File: src/rtl/acc_cpu_pkg.sv
package acc_cpu_pkg;

  localparam int OP_W = 3;

  typedef enum logic [OP_W-1:0] {
    OP_LOAD  = 3'b000,
    OP_STORE = 3'b001,
    OP_ADD   = 3'b010,
    OP_INV   = 3'b011,
    OP_BRPOS = 3'b100,
    OP_SHL   = 3'b101,
    OP_SHRA  = 3'b110,
    OP_STOP  = 3'b111
  } opcode_e;

  typedef enum logic [2:0] {
    ST_ADDR_PC  = 3'd0,
    ST_FETCH    = 3'd1,
    ST_ADDR_OPD = 3'd2,
    ST_PC_STEP  = 3'd3,
    ST_HOLD_ACC = 3'd4,
    ST_READ_OPD = 3'd5,
    ST_EXEC     = 3'd6
  } step_e;

  typedef struct packed {
    logic mar_from_pc;
    logic ir_load;
    logic mar_from_ir;
    logic pc_step;
    logic lat2_load;
    logic lat1_load;
    logic acc_load;
    logic mem_store;
    logic pc_jump;
  } ctrl_t;

endpackage

File: src/rtl/acc_cpu_mem.sv
module acc_cpu_mem #(
  parameter int ADDR_W = 5,
  parameter int DATA_W = 8,
  localparam int DEPTH = 1 << ADDR_W
) (
  input  logic              clk,
  input  logic              pre_we,
  input  logic [ADDR_W-1:0] pre_addr,
  input  logic [DATA_W-1:0] pre_data,
  input  logic              run_we,
  input  logic [ADDR_W-1:0] run_addr,
  input  logic [DATA_W-1:0] run_data,
  input  logic [ADDR_W-1:0] rd_addr,
  output logic [DATA_W-1:0] rd_data,
  input  logic [ADDR_W-1:0] dbg_addr,
  output logic [DATA_W-1:0] dbg_data
);

  logic [DATA_W-1:0] words [DEPTH];

  // One write port is chosen per cycle: preload has priority (the two
  // never overlap in practice because the core is frozen in reset).
  logic              wr_en;
  logic [ADDR_W-1:0] wr_addr;
  logic [DATA_W-1:0] wr_data;

  always_comb begin
    wr_en   = pre_we | run_we;
    wr_addr = pre_we ? pre_addr : run_addr;
    wr_data = pre_we ? pre_data : run_data;
  end

  for (genvar g = 0; g < DEPTH; g++) begin : g_word
    always_ff @(posedge clk) begin
      if (wr_en && (wr_addr == ADDR_W'(g)))
        words[g] <= wr_data;
    end
  end

  assign rd_data  = words[rd_addr];
  assign dbg_data = words[dbg_addr];

endmodule

File: src/rtl/acc_cpu_alu.sv
module acc_cpu_alu
  import acc_cpu_pkg::*;
#(
  parameter int DATA_W = 8
) (
  input  opcode_e           op,
  input  logic [DATA_W-1:0] lat1,
  input  logic [DATA_W-1:0] lat2,
  output logic [DATA_W-1:0] result
);

  always_comb begin
    unique case (op)
      OP_ADD:  result = lat1 + lat2;
      OP_INV:  result = ~lat1;
      OP_SHL:  result = {lat1[DATA_W-2:0], 1'b0};
      OP_SHRA: result = {lat1[DATA_W-1], lat1[DATA_W-1:1]};
      default: result = lat1;
    endcase
  end

endmodule

File: src/rtl/acc_cpu_seq.sv
module acc_cpu_seq
  import acc_cpu_pkg::*;
(
  input  logic    clk,
  input  logic    rst,
  input  opcode_e op,
  input  logic    acc_neg,
  output step_e   step,
  output logic    halted,
  output ctrl_t   ctrl
);

  step_e step_q;
  logic  halted_q;
  logic  halt_now;

  always_ff @(posedge clk) begin
    if (rst) begin
      step_q   <= ST_ADDR_PC;
      halted_q <= 1'b0;
    end else if (!halted_q) begin
      step_q <= (step_q == ST_EXEC) ? ST_ADDR_PC : step_e'(step_q + 3'd1);
      if (halt_now)
        halted_q <= 1'b1;
    end
  end

  always_comb begin
    ctrl     = '0;
    halt_now = 1'b0;
    if (!halted_q) begin
      unique case (step_q)
        ST_ADDR_PC:  ctrl.mar_from_pc = 1'b1;
        ST_FETCH:    ctrl.ir_load     = 1'b1;
        ST_ADDR_OPD: ctrl.mar_from_ir = 1'b1;
        ST_PC_STEP:  ctrl.pc_step     = 1'b1;
        ST_HOLD_ACC: ctrl.lat2_load   = 1'b1;
        ST_READ_OPD: ctrl.lat1_load   = 1'b1;
        ST_EXEC: begin
          unique case (op)
            OP_STORE: ctrl.mem_store = 1'b1;
            OP_BRPOS: ctrl.pc_jump   = !acc_neg;
            OP_STOP:  halt_now       = 1'b1;
            default:  ctrl.acc_load  = 1'b1;
          endcase
        end
        default: ;
      endcase
    end
  end

  assign step   = step_q;
  assign halted = halted_q;

endmodule

File: src/rtl/acc_cpu_core.sv
module acc_cpu_core
  import acc_cpu_pkg::*;
#(
  parameter int ADDR_W = 5,
  localparam int WORD_W = OP_W + ADDR_W
) (
  input  logic              clk,
  input  logic              rst,
  input  logic              pre_valid,
  output logic              pre_ready,
  input  logic [ADDR_W-1:0] pre_addr,
  input  logic [WORD_W-1:0] pre_data,
  output logic              halted,
  input  logic [ADDR_W-1:0] dbg_addr,
  output logic [WORD_W-1:0] dbg_data,
  output logic [WORD_W-1:0] acc_out
);

  logic [ADDR_W-1:0] pc_q, mar_q;
  logic [WORD_W-1:0] ir_q, lat1_q, lat2_q, acc_q;
  logic [WORD_W-1:0] mem_rd, alu_y;
  opcode_e           op;
  step_e             step_w;
  ctrl_t             ctrl;

  assign op        = opcode_e'(ir_q[WORD_W-1 -: OP_W]);
  assign pre_ready = rst;

  acc_cpu_seq u_seq (
    .clk     (clk),
    .rst     (rst),
    .op      (op),
    .acc_neg (acc_q[WORD_W-1]),
    .step    (step_w),
    .halted  (halted),
    .ctrl    (ctrl)
  );

  acc_cpu_mem #(.ADDR_W(ADDR_W), .DATA_W(WORD_W)) u_mem (
    .clk      (clk),
    .pre_we   (pre_valid & pre_ready),
    .pre_addr (pre_addr),
    .pre_data (pre_data),
    .run_we   (ctrl.mem_store),
    .run_addr (mar_q),
    .run_data (acc_q),
    .rd_addr  (mar_q),
    .rd_data  (mem_rd),
    .dbg_addr (dbg_addr),
    .dbg_data (dbg_data)
  );

  acc_cpu_alu #(.DATA_W(WORD_W)) u_alu (
    .op     (op),
    .lat1   (lat1_q),
    .lat2   (lat2_q),
    .result (alu_y)
  );

  always_ff @(posedge clk) begin
    if (rst) begin
      pc_q   <= '0;
      mar_q  <= '0;
      ir_q   <= '0;
      lat1_q <= '0;
      lat2_q <= '0;
      acc_q  <= '0;
    end else begin
      if (ctrl.mar_from_pc) mar_q  <= pc_q;
      if (ctrl.ir_load)     ir_q   <= mem_rd;
      if (ctrl.mar_from_ir) mar_q  <= ir_q[ADDR_W-1:0];
      if (ctrl.pc_step)     pc_q   <= pc_q + ADDR_W'(1);
      if (ctrl.lat2_load)   lat2_q <= acc_q;
      if (ctrl.lat1_load)   lat1_q <= mem_rd;
      if (ctrl.acc_load)    acc_q  <= alu_y;
      if (ctrl.pc_jump)     pc_q   <= ir_q[ADDR_W-1:0];
    end
  end

  assign acc_out = acc_q;

endmodule

File: config.mk
export PLATFORM = sky130hd
export DESIGN_NAME = acc_cpu_core
export DESIGN_NICKNAME = d
export VERILOG_FILES = /design/src/rtl/acc_cpu_pkg.sv /design/src/rtl/acc_cpu_mem.sv /design/src/rtl/acc_cpu_alu.sv /design/src/rtl/acc_cpu_seq.sv /design/src/rtl/acc_cpu_core.sv
export SDC_FILE = /design/constraint.sdc
export NUM_CORES = 1
export LEC_CHECK = 0
export BUFFER_PORTS_ARGS = -buffer_cell sky130_fd_sc_hd__buf_2
export CORE_UTILIZATION = 30
export CTS_CLUSTER_DIAMETER = 50
export DETAILED_ROUTE_END_ITERATION = 16
export GPL_ROUTABILITY_DRIVEN = 0
export SYNTH_ARGS = -nofsm -noshare
export SYNTH_HDL_FRONTEND = slang
export SYNTH_SLANG_ARGS = --single-unit
File: constraint.sdc
create_clock -name clk -period 5.55 [get_ports clk]
set_input_delay 1.11 -clock clk [delete_from_list [all_inputs] [get_ports clk]]
set_output_delay 1.11 -clock clk [all_outputs]
set_load 0.02 [all_outputs]
==> flow_metrics.tcl <==
set metrics [dict create \
    timing.rr.start "u_seq.step[1]$_SDFFE_PP0N_" \
    period_share 0.7912 \
    area_growth_pct 14.79 \
    outcome "complete, no violations" \
    path_clk_slew_ns 0.06 \
    ys_seq_elements 307 \
    maxCapViolations 0 \
    ctsHtreeMaxLevel 2 \
    grt-ovfl-total 0 \
    power_density_nw_per_um2 330.0 \
    syn_inst 1010 \
    fin_util 0.3479 \
    worst_r2r_path_depth 5 \
    cp_max_fo 64 \
    holdWs_ns 0.4612 \
    skew_ns 0.02343 \
    route.detailed.drc 0 \
    wire_per_inst_um 24.99 \
    gr-usage-all-layers 0.1732 \
    cts_setup_buffers 0 \
    cts_tree "built" \
    grt_pass1_vias 9256 \
    dp_hpwl_mm 27.83 \
    fp.dieArea_um2 50240 \
    vias_per_cell 5.477 \
    worstSetupEndpointType "primary output" \
    worst_slew_margin_rel 0.1665 \
    synth.avg_cell_area_um2 14.66 \
    yosysUniqueCellTypes 51 \
    io_buffers 38 \
    hold_depth 2 \
    rsz0062_at_grt "false" \
    clk-insertion-delay-late_ns 0.56 \
    slew_viol_final 0 \
    yosysMostFrequentCell "edfxtp_1" \
    drt-pass1-iter-count 5 \
    cts_sinks 307 \
    synthArstFlopShare 0 \
    syn_nets 1041 \
    antenna_found_initial 5 \
    vias 9508 \
    reg2reg_to "u_mem.words[17][0]$_DFFE_PP_" \
    netlist_area_um2 14800 \
    max_freq_mhz 227.7 \
    ys_seq_area_frac 0.5882 \
    cts-root-buf "clkbuf_16" \
    finalHoldViolations 0 \
    drive_gt1_frac 0.2088 \
    irDropWorstVdd_mv 0.1835 \
    crit_type "primary input to primary output" \
    cts_resized 0 \
    finalWorstSetupSlack_ns 1.159 \
    hold_start "lat2_q[6]$_SDFFE_PP0P_" \
    cp.required_ns 4.44 \
    rows 81 \
    synth_top_area_cell "edfxtp_1" \
    synth_edf_count 256 \
    cts_inserted_buffers 38 \
    die_w_um 224.1 \
    final_nets 1071 \
    setup_violations 0 \
    cts-hold-fix-buffers 0 \
    layout_min_cycle_time_ns 4.391 \
    io_pins 39 \
    grt_start_max_net_pins 65 \
    cp.arrival_ns 3.28 \
    wirelength_mm 43.39 \
    ys_warn_count 0 \
    post-place-ws_ns 1.137 \
    die_y_um 224.1 \
    cts_buffer_depth 3 \
    start_util 0.3031 \
    yosys-top-cells-count "edfxtp_1 (256), mux2i_1 (140), mux4_2 (80)" \
    r2r_slack_ns 1.64 \
    ys_top_cells_by_area "edfxtp_1 (52%), mux4_2 (12%), mux2i_1 (9.5%), dfxtp_1 (6.9%), a22oi_1 (3.2%)" \
    core_um2 48850 \
    leakagePower_nw 5.424 \
    synth_top_area_share 0.5193 \
    worst_slew_pin_slew_ns 1.239 \
    critPathLaunch "dbg_addr[0]" \
    drt_iter0_markers 1074 \
    grt_pass1_wl_mm 63.40 \
    cp-start-kind "primary input" \
    hold_class "register to register" \
    fin_setup_tns_ns 0 \
    min_to "lat2_q[6]$_SDFFE_PP0P_" \
    ant_nets 0 \
    synth_flop_cell "edfxtp_1" \
]
cell usage in the layout, fill, tap and decap left out, types with 5 or more instances in the layout:
| cell type | netlist | routed |
|---|---|---|
| mux2i_1 | 140 | 140 |
| edfxtp_1 | 256 | 256 |
| clkbuf_16 | 0 | 39 |
| ha_1 | 9 | 9 |
| o21ai_0 | 17 | 16 |
| a22o_1 | 16 | 16 |
| dfxtp_1 | 51 | 50 |
| a211oi_1 | 9 | 9 |
| clkinv_1 | 0 | 7 |
| a22oi_1 | 64 | 64 |
| buf_2 | 20 | 37 |
| mux4_2 | 80 | 80 |
| nand3_1 | 5 | 5 |
| o22ai_1 | 5 | 5 |
| nor2b_1 | 11 | 9 |
| nand2b_1 | 12 | 12 |
| nand3b_1 | 5 | 5 |
| xnor2_1 | 9 | 9 |
| buf_4 | 8 | 21 |
| a21oi_1 | 63 | 63 |
| inv_1 | 10 | 10 |
| nor2_1 | 58 | 57 |
| nor3_1 | 13 | 13 |
| mux2_2 | 16 | 16 |
| nand2_1 | 36 | 36 |
| nor4_1 | 10 | 10 |
| a31oi_1 | 5 | 5 |
cells by family (layout without fill, tap and decap cells):
family / Yosys count / count (layout) / synth area share
DFF: 307 / 307 / 0.5882
muxes: 236 / 236 / 0.2285
AOI/OAI and AO/OA: 201 / 201 / 0.09009
and+or+nand+nor: 165 / 165 / 0.05384
buffers and inverters: 82 / 140 / 0.02502
adders and majority gates: 10 / 10 / 0.008959
xor gates and xnor gates: 9 / 9 / 0.005325
other: 0 / 4 / 0
power by group:
part	internal [mW]	switching, mW	total (mW)
combinational	0.208	0.332	0.541
clock	1.49	1.01	2.50
sequential	2.52	0.0464	2.56
state kept, by name, summed over array words and instances (netlist names), named ones only:
name	flops
acc_out	8
ir_q	8
lat1_q	8
lat2_q	8
mar_q	5
pc_q	5
u_mem.words	256
u_seq.halted	1
u_seq.step	3
critical path: stages:
cell	delay (ns)
buf_4	0.09
buf_12	0.39
mux4_2	0.58
mux4_2	0.50
mux2_2	0.32
buf_2	0.17
layer usage:
layer | wire (µm) | vias up | track usage
met5 | 9 | - | 0
met1 | 18340 | 4856 | 0.2379
met3 | 4462 | 70 | 0.05076
li1 | - | 4120 | -
met4 | 1129 | 2 | 0.05170
met2 | 19450 | 460 | 0.2632
area by class of cell:
cell class,count,area [µm²]
Tap cell,664,830.8
Fill cell,4738,31860
Sequential cell,307,8712
Clock buffer,43,991.0
Timing Repair Buffer,62,407.9
Multi-Input combinational cell,621,5738
Inverter,10,37.54
Clock inverter,25,266.5
Antenna cell,4,10.01
worst max-delay path by stage:
| stage | endpoint | slack (ns) |
|---|---|---|
| 2_1_floorplan | dbg_data[0] | 1.58 |
| 3_5_place_dp | dbg_data[4] | 1.14 |
| 5_1_grt | dbg_data[4] | 1.07 |
| 3_3_place_gp | dbg_data[4] | 1.17 |
| 6_report | dbg_data[4] | 1.16 |
| 4_1_cts | dbg_data[4] | 1.14 |
through the flow:
step / power (mW) / area (µm²) / std cells
2_1_floorplan: 2.969 / 14800 / 1010
3_3_place_gp: 3.142 / 15720 / 1663
3_5_place_dp: 3.153 / 15720 / 1663
4_1_cts: 5.649 / 16980 / 1731
5_1_grt: 5.779 / 16980 / 1732
6_report: 5.607 / 16990 / 1736
No activity file was read; power rests on OpenSTA's default activity.
